`src/rtl/hpl_pkg.sv`:
```
package hpl_pkg;

    localparam int LOC_W       = 32;
    localparam int EV_W        = 8;
    localparam int MAX_SLOTS   = 31;

    localparam int CTL_GDIS    = 0;
    localparam int CTL_ERRDIS  = 1;
    localparam int CTL_CMDDIS  = 2;
    localparam int CTL_ARBDIS  = 3;
    localparam int CTL_CMDDET  = 16;

    localparam logic [LOC_W-1:0] CTL_RST_DIS = 32'h0000_000F;

    typedef struct packed {
        logic level;
    } notify_state_t;

endpackage

```
`src/rtl/hpl_slot_bank.sv`:
```
module hpl_slot_bank
    import hpl_pkg::*;
#(
    parameter int NSLOTS = 31
) (
    input  logic [NSLOTS*EV_W-1:0] event_i,
    input  logic [NSLOTS*EV_W-1:0] mask_i,
    output logic [NSLOTS-1:0]      hit_o
);

    for (genvar s = 0; s < NSLOTS; s++) begin : g_slot
        logic [EV_W-1:0] open_ev;
        always_comb begin
            open_ev  = event_i[s*EV_W +: EV_W] & ~mask_i[s*EV_W +: EV_W];
            hit_o[s] = |open_ev;
        end
    end

endmodule

```
`src/rtl/hpl_cmd_event.sv`:
```
module hpl_cmd_event
    import hpl_pkg::*;
(
    input  logic [LOC_W-1:0] ctrl_eff_i,
    output logic             cmd_hit_o
);

    always_comb begin
        cmd_hit_o = ctrl_eff_i[CTL_CMDDET] & ~ctrl_eff_i[CTL_CMDDIS];
    end

endmodule

```
`src/rtl/hpl_irq_notify.sv`:
```
module hpl_irq_notify
    import hpl_pkg::*;
(
    input  logic             clk,
    input  logic             rst_n,
    input  logic [LOC_W-1:0] locator_i,
    input  logic             gdis_i,
    input  logic             msg_en_i,
    output logic             level_o,
    output logic             irq_o,
    output logic             msg_pulse_o
);

    notify_state_t st_d, st_q;
    logic          level;

    always_comb begin
        level       = ~gdis_i & (|locator_i);
        st_d        = st_q;
        st_d.level  = level;
        msg_pulse_o = msg_en_i & (level != st_q.level);
        irq_o       = ~msg_en_i & level;
        level_o     = level;
    end

    always_ff @(posedge clk or negedge rst_n) begin
        if (!rst_n) begin
            st_q <= '0;
        end else begin
            st_q <= st_d;
        end
    end

    // a pulse only ever appears in message mode
    assert_pulse_needs_msg_R5: assert property (@(posedge clk) disable iff (!rst_n)
        msg_pulse_o |-> msg_en_i);

endmodule

```
`src/rtl/hpl_locator_agg.sv`:
```
module hpl_locator_agg
    import hpl_pkg::*;
#(
    parameter int NSLOTS = 31
) (
    input  logic                   clk,
    input  logic                   rst_n,
    input  logic [NSLOTS*EV_W-1:0] slot_event_i,
    input  logic [NSLOTS*EV_W-1:0] slot_mask_i,
    input  logic [LOC_W-1:0]       ctrl_i,
    input  logic                   msg_en_i,
    output logic [LOC_W-1:0]       locator_o,
    output logic                   irq_o,
    output logic                   msg_pulse_o
);

    logic [NSLOTS-1:0] slot_hit;
    logic              cmd_hit;
    logic [LOC_W-1:0]  ctrl_eff;
    logic              level;

    always_comb begin
        ctrl_eff = rst_n ? ctrl_i : (ctrl_i | CTL_RST_DIS);
    end

    hpl_slot_bank #(.NSLOTS(NSLOTS)) u_bank (
        .event_i (slot_event_i),
        .mask_i  (slot_mask_i),
        .hit_o   (slot_hit)
    );

    hpl_cmd_event u_cmd (
        .ctrl_eff_i (ctrl_eff),
        .cmd_hit_o  (cmd_hit)
    );

    assign locator_o[0] = cmd_hit;
    for (genvar b = 1; b < LOC_W; b++) begin : g_loc
        if (b <= NSLOTS) begin : g_used
            assign locator_o[b] = slot_hit[b-1];
        end else begin : g_spare
            assign locator_o[b] = 1'b0;
        end
    end

    hpl_irq_notify u_notify (
        .clk         (clk),
        .rst_n       (rst_n),
        .locator_i   (locator_o),
        .gdis_i      (ctrl_eff[CTL_GDIS]),
        .msg_en_i    (msg_en_i),
        .level_o     (level),
        .irq_o       (irq_o),
        .msg_pulse_o (msg_pulse_o)
    );

    // the two delivery paths never fire together
    assert_one_path_R8: assert property (@(posedge clk) disable iff (!rst_n)
        !(irq_o && msg_pulse_o));

    // global disable silences the wired line
    assert_gdis_quiet_R4: assert property (@(posedge clk) disable iff (!rst_n)
        ctrl_i[CTL_GDIS] |-> !irq_o);

    // the wired line needs a pending source
    assert_irq_has_src_R4: assert property (@(posedge clk) disable iff (!rst_n)
        irq_o |-> (locator_o != '0));

    // command bit only with the detected flag
    assert_cmd_bit_src_R2: assert property (@(posedge clk) disable iff (!rst_n)
        locator_o[0] |-> ctrl_i[CTL_CMDDET]);

    // an unchanged level gives no pulse
    assert_no_pulse_steady_R5: assert property (@(posedge clk) disable iff (!rst_n)
        (level == $past(level)) |-> !msg_pulse_o);

endmodule

```
`config.mk`:
```
export PLATFORM = sky130hd
export DESIGN_NAME = hpl_locator_agg
export DESIGN_NICKNAME = d
export VERILOG_FILES = /design/src/rtl/hpl_pkg.sv /design/src/rtl/hpl_slot_bank.sv /design/src/rtl/hpl_cmd_event.sv /design/src/rtl/hpl_irq_notify.sv /design/src/rtl/hpl_locator_agg.sv
export SDC_FILE = /design/constraint.sdc
export NUM_CORES = 1
export LEC_CHECK = 0
export BUFFER_PORTS_ARGS = -buffer_cell sky130_fd_sc_hd__buf_2
export CORE_AREA = 2 2 220 222
export CTS_BUF_LIST = sky130_fd_sc_hd__clkbuf_8
export DETAILED_ROUTE_END_ITERATION = 6
export DIE_AREA = 0 0 222 224
export GPL_ROUTABILITY_DRIVEN = 0
export PLACE_DENSITY = 0.36
export SETUP_SLACK_MARGIN = 0.4
export SYNTH_ARGS = -nofsm -noshare
export SYNTH_HDL_FRONTEND = slang
export SYNTH_HIERARCHICAL = 1
export SYNTH_SLANG_ARGS = --single-unit
export TNS_END_PERCENT = 50
```
`constraint.sdc`:
```
create_clock -name clk -period 2.4 [get_ports clk]
set_input_delay 0.36 -clock clk [delete_from_list [all_inputs] [get_ports clk]]
set_output_delay 0.36 -clock clk [all_outputs]
set_load 0.02 [all_outputs]
```
* Yosys cells after proc, flatten, opt, wreduce, memory -nomap -nowiden
Index checks and enable logic that the tools add are counted.
** Storage, ports and cells
- Bits in registers :: 1
- Input bits :: 531
- Output and inout bits :: 34
- Logic and storage cells :: 104
** Cells by class
- Equality and inequality tests :: 1
- Muxes and demuxes :: 1
- Bitwise operators :: 69
- Reduce and logical (&&, ||, !) cells :: 32
** Operators by type and width (count)
- $reduce_or A249 Y1 :: 1
- $and A8 B8 Y8 :: 31
- $not A8 Y8 :: 31
- $reduce_or A8 Y1 :: 31
- $and A1 B1 Y1 :: 4
- $mux W3 :: 1
- $not A1 Y1 :: 3
- $ne A1 B1 Y1 :: 1

* Logic depth before layout (Yosys ltp)
Gate-level depths: netlist of the first run.
- Depth after elaboration :: 7
- Depth in mapped cells :: 7

* By module
Netlist of the first run, hierarchy kept.
** By module, submodules not included
- hpl_slot_bank :: instances 1, cells an instance 403, area an instance 1939.4 um^2, sequential area each 0.0 um^2
- hpl_irq_notify :: instances 1, cells an instance 16, area an instance 127.6 um^2, sequential area each 25.0 um^2
- hpl_locator_agg :: instances 1, cells an instance 5, area an instance 32.5 um^2, sequential area each 0.0 um^2
- hpl_cmd_event :: instances 1, cells an instance 1, area an instance 13.8 um^2, sequential area each 0.0 um^2

* Worst setup path after synthesis of the first run
OpenSTA, ideal clock, no wires.
- Path kind :: input port to output port
- Start point :: in slot_event_i[98]
- End point :: out msg_pulse_o
- Arrival :: 2.060 ns
- Required time :: 2.040 ns
- Setup slack :: -0.020 ns
- Cell stages on the path :: 7
- Buffers on the path :: 0
- Path through :: inv_1 > o22ai_1 > or4_1 > nor4_1 > and4_1 > a21oi_2 > mux2i_1
** On the way
- Longest elaborated chain between the ends :: 5
** RTL lines
- start: declaration :: RTL line hpl_locator_agg.sv:8 : input logic [NSLOTS*EV_W-1:0] slot_event_i,
- $and A8 B8 Y8 :: RTL line hpl_slot_bank.sv:14 : open_ev = event_i[s*EV_W +: EV_W] & ~mask_i[s*EV_W +: EV_W];
- $reduce_or A249 Y1 :: RTL line hpl_irq_notify.sv:18 : level = ~gdis_i & (|locator_i);
- $and A1 B1 Y1 :: RTL line hpl_irq_notify.sv:18
- via level :: RTL line hpl_locator_agg.sv:20 : logic level;
- $ne A1 B1 Y1 :: RTL line hpl_irq_notify.sv:21 : msg_pulse_o = msg_en_i & (level != st_q.level);
- $and A1 B1 Y1 :: RTL line hpl_irq_notify.sv:21
- end: declaration :: RTL line hpl_locator_agg.sv:14 : output logic msg_pulse_o
The timed path passes the listed nets, and every way through them passes these cells.

* Final worst setup path of the first run
- Start point :: in slot_event_i[121]
- End point :: out msg_pulse_o
Same word-level chain as after synthesis.

==> metrics, run 1 <==
starting density of the core 4.44%; HP Class in2async; stages on the worst setup path 10; WP data required 2040 ps; I/O Pins 565; met2 Use GR 13.7%; critical path, cell by cell buf_6 -> inv_2 -> o22ai_2 -> or4_4 -> nor4_4 -> buf_4 -> and4_4 -> a21oi_4 -> mux2i_4 -> buf_6; status finished, violations left; Detailed Route Iter0 Violations 109; Hold-fix buffers, CTS 0; dpl hpwl 19700 um; CP Max Fanout 3; via count 4799; first-pass GRT wire length 27900 um; grt met1 use 9.23%; CP startpoint slot_event_i[121]; Pwr per Cell Area 148 nW/um2; TritonRoute pass-1 iters 4; DRC errors left 0; ANT nets after route 0; Total GRT Usage 7.39%; Synth warnings 6; final worst slack -288 ps; slowest CP cell or4_4; peak supply drop 0.0514 mV; Area growth syn-to-layout 183%; largest net degree at the start of global routing 4; Maximum Capacitance Violations 0; Static Leak 3.80 nW; Cell Area, Synth 2100 um2; Slew Limit Headroom 66.8%; initial antenna violation count 2; Final Util 12.6%; Top reg by flops u_notify/st_q; Core Area 47300 um2; Setup Viol. Count Final 2; crit share post-route 112%; footprint of the multi-input gates 1370 um2; Worst-Margin Slew 498 ps; Tmin final 2690 ps; Pins Over Slew Limit 0; Critical Path Sink msg_pulse_o; Mapped Avg Cell Area 4.97 um2; Die Area 49700 um2; layout cell share with drive strength beyond 1 64.0%; critical path's most frequent cell buf_6; kind of critical path in2out; vias in the first global route 4958; FF+latch area 25.0 um2; busiest grt layer met2; Syn Nets 954; Startpoint Class input port; slowest stage delay, CP 580 ps; CP Buf/Inv Count 4; Die Height 224 um; grt total ovfl 0; biggest regs u_notify/st_q (1); Worst Setup End Kind primary output; number of flip-flops in the largest register 1; drt wl/cell 13.0 um; met3 GRT Util 1.26%; fmax 372 MHz; failing checks negative setup slack; diode count 0; Final Hold Fails 0; Reg clk slew, reported paths 0 ps; Crit path arrival time 2330 ps; setup TNS -535 ps; vias per cell 3.03; RSZ-0062 raised after global routing true; Routed WL 20500 um; Synth Instances 423; CP delay by family, top simple AND/OR/NAND/NOR gates; Die X 222 um; port bufs 535; Layout Nets 1504; fill count 5548; FP Rows 80
metrics by stage:
| stage | std cells | worst slack, ps | total power, mW | instance area (um2) | hold WS [ps] |
|---|---|---|---|---|---|
| after floorplan | 423 | 222 | 0.308 | 2250 | 64.4 |
| after global placement | 1585 | -974 | 0.855 | 5790 | 153 |
| after detailed placement | 1585 | -901 | 0.859 | 5790 | 152 |
| after CTS | 1586 | -356 | 0.878 | 5880 | 152 |
| after global routing | 1586 | -377 | 0.965 | 5950 | 157 |
| final | 1586 | -288 | 0.881 | 5950 | 150 |
power breakdown:
group	internal, mW	switching (mW)	leakage, nW
Clock	0	0	0
Combinational	0.481	0.382	3.78
Sequential	0.0180	0.000300	0.0129
routing by layer:
layer  vias up  routed length [um]
met4         4                 168
met5         -                  35
li1       2453                   -
met2       299               10100
met1      2027                8670
met3        16                1520
what timing repair did:
item                       4_1_cts  5_1_grt
setup endpoints to repair        3        3
buffers inserted                 1        0
pin swaps                        7       12
resized for setup               20       19
cell usage in the layout, fill, tap and decap left out, drive strengths merged:
cell type  instances
mux2i              1
inv              248
dfrtp              1
or4               31
nor2b              2
buf              549
o22ai            124
nand2b             3
and4               2
nor4               8
nand2              1
a21oi              1
area by class of cell:
| class | count | share of cell area, % |
|---|---|---|
| Inverter | 248 | 15.9 |
| Multi-Input combinational cell | 173 | 23.1 |
| Tap cell | 615 | 12.9 |
| Timing Repair Buffer | 549 | 47.7 |
| Sequential cell | 1 | 0.420 |
how the worst min path moves through the flow:
stage,end,slack [ps],cells after the start
after global routing,u_notify/st_q,160,1
after detailed placement,u_notify/st_q,150,1
final,u_notify/st_q,150,1
after floorplan,u_notify/st_q,60,0
after CTS,u_notify/st_q,150,1
after global placement,u_notify/st_q,150,1
Note: power is estimated with default switching activity, not from simulation.
==> run 2, diff against run 1 <==
PLACE_DENSITY = unset   (was 0.36)
PLACE_DENSITY_LB_ADDON = 0.2   (was unset)
==> run 2 against run 1 <==
- the flow still finishes with violations (negative setup slack)
- worst hold slack worse by 4.1 ps
- cell count unchanged
- fmax down 0.46%
- power down 0.54%
- first-iteration DRC count down 17%
- routed wire length down 2.5%
- global-route usage down 0.089 points
- sequential share of layout area about the same
- combinational power down 0.6%
- largest cell class unchanged
==> metrics, run 2 (synthesized netlist as in run 1, its figures left out) <==
FP Rows 80 (unchanged); status finished, violations left; Reg clk slew, reported paths 10 ps (about the same); Routed WL 20000 um (-2.5%); peak supply drop 0.0403 mV (-22%); first-pass GRT wire length 27500 um (-1.4%); starting density of the core 4.44% (unchanged); CP delay by family, top simple AND/OR/NAND/NOR gates; slowest CP cell or4_4; CP Max Fanout 3 (unchanged); fill count 5555 (+0.13%); dpl hpwl 19300 um (-2.0%); Die X 222 um (unchanged); Crit path arrival time 2340 ps (about the same); dpl cell area 5790 um2 (+0.13%); initial antenna violation count 2 (unchanged); Worst-Margin Slew 434 ps (-64.3 ps); DRC errors left 0 (unchanged); diode count 0 (unchanged); final worst slack -301 ps (-12.4 ps); Total GRT Usage 7.30% (-0.089 points); Tmin final 2700 ps (+12.4 ps); overall power 0.876 mW (-0.54%); I/O Pins 565 (unchanged); Die Area 49700 um2 (unchanged); biggest regs u_notify/st_q (1); kind of critical path in2out; largest net degree at the start of global routing 4 (unchanged); Static Leak 3.81 nW (+0.46%); TritonRoute pass-1 iters 4 (unchanged); port bufs 535 (unchanged); Top reg by flops u_notify/st_q; Core Area 47300 um2 (unchanged); fmax 370 MHz (-0.46%); Pwr per Cell Area 146 nW/um2 (-1.6%); setup TNS -571 ps (-36.7 ps); RSZ-0062 raised after global routing true; vias per cell 2.98 (-1.7%); crit share post-route 113% (+0.52 points); critical path's most frequent cell buf_6; ANT nets after route 0 (unchanged); Setup Viol. Count Final 2 (unchanged); number of flip-flops in the largest register 1 (unchanged); layout cell share with drive strength beyond 1 64.4% (+0.41 points); design area 6020 um2 (+1.0%); critical path, cell by cell buf_6 -> inv_4 -> o22ai_2 -> or4_4 -> nor4_4 -> and4_1 -> buf_6 -> a21oi_4 -> mux2i_4 -> buf_6; Final Util 12.7% (+0.13 points); Setup Buffers After CTS 0 (-1); failing checks negative setup slack; Area growth syn-to-layout 186%; Startpoint Class input port; CP Buf/Inv Count 4 (unchanged); Maximum Capacitance Violations 0 (unchanged); via count 4719 (-1.7%); most frequent cells in the layout buf_2, inv_1, o22ai_1, or4_4, inv_2; vias in the first global route 4796 (-3.3%); final hold slack 146 ps (-4.14 ps); HP Class in2async; drt wl/cell 12.6 um (-2.5%); slowest stage delay, CP 580 ps (about the same); grt total ovfl 0 (unchanged); Die Height 224 um (unchanged); Slew Limit Headroom 71.1% (+4.3 points); Pins Over Slew Limit 0 (unchanged); Detailed Route Iter0 Violations 91 (-17%); Final Hold Fails 0 (unchanged); most common cell after layout, fill and taps aside buf_2; Layout Nets 1504 (unchanged); WP data required 2040 ps (about the same); Worst Setup End Kind primary output
## run 2: cell types whose count changed in the layout (fill, tap and decap cells not counted), moves of 2 or more
cell,change
nor4_1,-3
inv_4,+5
inv_2,-5
nor4_4,+2
## run 2: per-stage QoR
stage | instances | setup WS [ps]
2_1_floorplan | 423 | 222
3_3_place_gp | 1586 | -974
3_5_place_dp | 1586 | -1020
4_1_cts | 1586 | -369
5_1_grt | 1586 | -375
6_report | 1586 | -301
## run 2: repair_timing
action	CTS	global route
endpoints found under the setup margin	3	3
resized for setup	35	15
pin swaps	10	12
hold buffers	0	0
## run 2: worst paths after layout
check / slack (ps) / to / depth (start not counted) / startpoint
min in group clk: 690 / u_notify/st_q / 3 / ctrl_i[0]
max: -300 / msg_pulse_o / 10 / slot_event_i[89]
min: 150 / u_notify/st_q / 1 / rst_n
max in group asynchronous: 2150 / u_notify/st_q / 1 / rst_n
## run 2: routing by layer
layer / vias to the layer above / track usage, % / wire (um)
li1: 2450 / - / -
met5: - / 0 / 0
met3: 10 / 0.735 / 1280
met2: 267 / 14.4 / 10600
met1: 1992 / 8.80 / 7960
met4: 0 / 0.436 / 140
## run 2: area by class of cell
type | count | area, um2 | area share, %
Inverter | 248 | 961 | 16.0
Timing Repair Buffer | 549 | 2840 | 47.2
Multi-Input combinational cell | 173 | 1420 | 23.7
Tap cell | 615 | 769 | 12.8
Sequential cell | 1 | 25.0 | 0.416
## run 2: report_power, final
| group | switching (mW) | internal, mW |
|---|---|---|
| combinational | 0.379 | 0.479 |
| clock | 0 | 0 |
| sequential | 0.000314 | 0.0179 |
| total | 0.380 | 0.497 |
==> run 3, diff against run 2 <==
--- a/config.mk
+++ b/config.mk
@@ -14,4 +14,5 @@
 export PLACE_DENSITY_LB_ADDON = 0.2
 export SETUP_SLACK_MARGIN = 0.4
+export SKIP_CTS_REPAIR_TIMING = 1
 export SYNTH_ARGS = -nofsm -noshare
 export SYNTH_HDL_FRONTEND = slang
==> constraint.sdc (replaced) <==
create_clock -name clk -period 2.4 [get_ports clk]
set_input_delay 0.48 -clock clk [delete_from_list [all_inputs] [get_ports clk]]
set_output_delay 0.48 -clock clk [all_outputs]
set_load 0.02 [all_outputs]
==> run 3 against run 2 <==
- flip-flop and latch count did not move
- worst hold slack improved by 120 ps
- the run still ends with negative setup slack left
- fmax is 9.1% lower
- critical path depth did not move
- sequential power about the same
- power is 4.4% higher
- via count about the same
- global-route usage rose by 0.10 points
- die area unchanged
- core utilization up 0.31 points
- sequential share of layout area barely moved
- final area is 2.5% higher
==> metrics, run 3 (synthesized netlist as in run 1, its figures left out) <==
Pwr per Cell Area 148 nW/um2 (+1.9%); failing checks negative setup slack; Worst Setup End Kind primary output; Tmin final 2970 ps (+272 ps); most common cell after layout, fill and taps aside buf_2; Pins Over Slew Limit 0 (unchanged); crit share post-route 124% (+11 points); Layout Nets 1503 (-0.066%); layout cell share with drive strength beyond 1 66.8% (+2.4 points); slowest CP cell or4_4; fill count 5575 (+0.36%); Worst-Margin Slew 379 ps (-54.7 ps); Inst Count DP 1584 (-0.13%); DRC errors left 0 (unchanged); biggest regs u_notify/st_q (1); Top reg by flops u_notify/st_q; FP Rows 80 (unchanged); via count 4717 (-0.042%); Static Leak 3.83 nW (+0.53%); I/O Pins 565 (unchanged); number of flip-flops in the largest register 1 (unchanged); first-pass GRT wire length 27800 um (+0.85%); Die X 222 um (unchanged); slowest stage delay, CP 560 ps (-20 ps); final hold slack 265 ps (+119 ps); CP delay by family, top simple AND/OR/NAND/NOR gates; largest net degree at the start of global routing 4 (unchanged); Maximum Capacitance Violations 0 (unchanged); diode count 0 (unchanged); final worst slack -572 ps (-272 ps); Routed WL 20400 um (+1.7%); critical path, cell by cell buf_2 -> inv_1 -> o22ai_1 -> or4_4 -> nor4_4 -> and4_4 -> buf_6 -> a21oi_4 -> mux2i_4 -> buf_6; Crit path arrival time 2490 ps (+150 ps); WP data required 1920 ps (-120 ps); HP Class in2async; RSZ-0062 raised after global routing true; Detailed Route Iter0 Violations 74 (-19%); Core Area 47300 um2 (unchanged); grt total ovfl 0 (unchanged); peak supply drop 0.0546 mV (+36%); CP Buf/Inv Count 4 (unchanged); critical path's most frequent cell buf_6; Die Height 224 um (unchanged); status finished, violations left; TritonRoute pass-1 iters 4 (unchanged); most frequent cells in the layout buf_2, inv_1, o22ai_1, inv_2, or4_4; vias in the first global route 4792 (-0.083%); starting density of the core 4.44% (unchanged); Area growth syn-to-layout 193%; Total GRT Usage 7.41% (+0.10 points); fmax 336 MHz (-9.1%); Reg clk slew, reported paths 10 ps (about the same); vias per cell 2.98 (about the same); Startpoint Class input port; dpl hpwl 19600 um (+1.7%); Finished Layout Cells 1585 (-0.063%); Die Area 49700 um2 (unchanged); drt wl/cell 12.8 um (+1.8%); Slew Limit Headroom 74.5% (+3.5 points); port bufs 535 (unchanged); ANT nets after route 0 (unchanged); initial antenna violation count 1 (-1); CP Max Fanout 3 (unchanged); Setup Viol. Count Final 2 (unchanged); kind of critical path in2out; Final Hold Fails 0 (unchanged)
[run 3: changes by cell type in the layout (fill, tap and decap cells not counted), moves of 8 or more]
cell	change
inv_2	+16
o22ai_1	-12
buf_6	+15
o22ai_2	+8
buf_2	-10
inv_1	-14
buf_4	-8
[run 3: final timing paths]
check | start | cells past startpoint | end
max in group asynchronous | rst_n | 1 | u_notify/st_q
min | rst_n | 1 | u_notify/st_q
min in group clk | ctrl_i[0] | 3 | u_notify/st_q
max | slot_event_i[93] | 10 | msg_pulse_o
[run 3: cell type report]
type                    instances  area [um2]  area share (%)
flip-flops and latches          1        25.0           0.406
well taps                     615         769            12.5
inverters                     248         958            15.5
repair buffers                548        2930            47.5
multi-input cells             173        1490            24.1
[run 3: routing by layer]
layer	global-route usage, %	part of all wire (%)	up-vias
li1	-	-	2452
met1	8.82	39	1994
met2	14.8	54	265
met3	0.879	6.9	6
met4	0.196	0.36	0
met5	0	0	-
[run 3: power breakdown]
part           total, mW  internal [mW]  switching [mW]  leakage, nW
clock                  0              0               0            0
sequential        0.0183         0.0180        0.000371       0.0129
combinational      0.897          0.507           0.390         3.82
total              0.915          0.524           0.391         3.83
[run 3: metrics by stage]
stage	setup TNS (ps)	instance area (um2)	setup WS, ps	utilization (%)	total power [mW]
finish	-1110	6160	-572	13.0	0.915
global route	-1310	6160	-663	13.0	1.01
CTS	-3230	5780	-1330	12.2	0.848
detailed placement	-3220	5780	-1320	12.2	0.845
global placement	-2970	5780	-1240	12.2	0.847
floorplan	-18.4	2250	-18.4	-	0.308
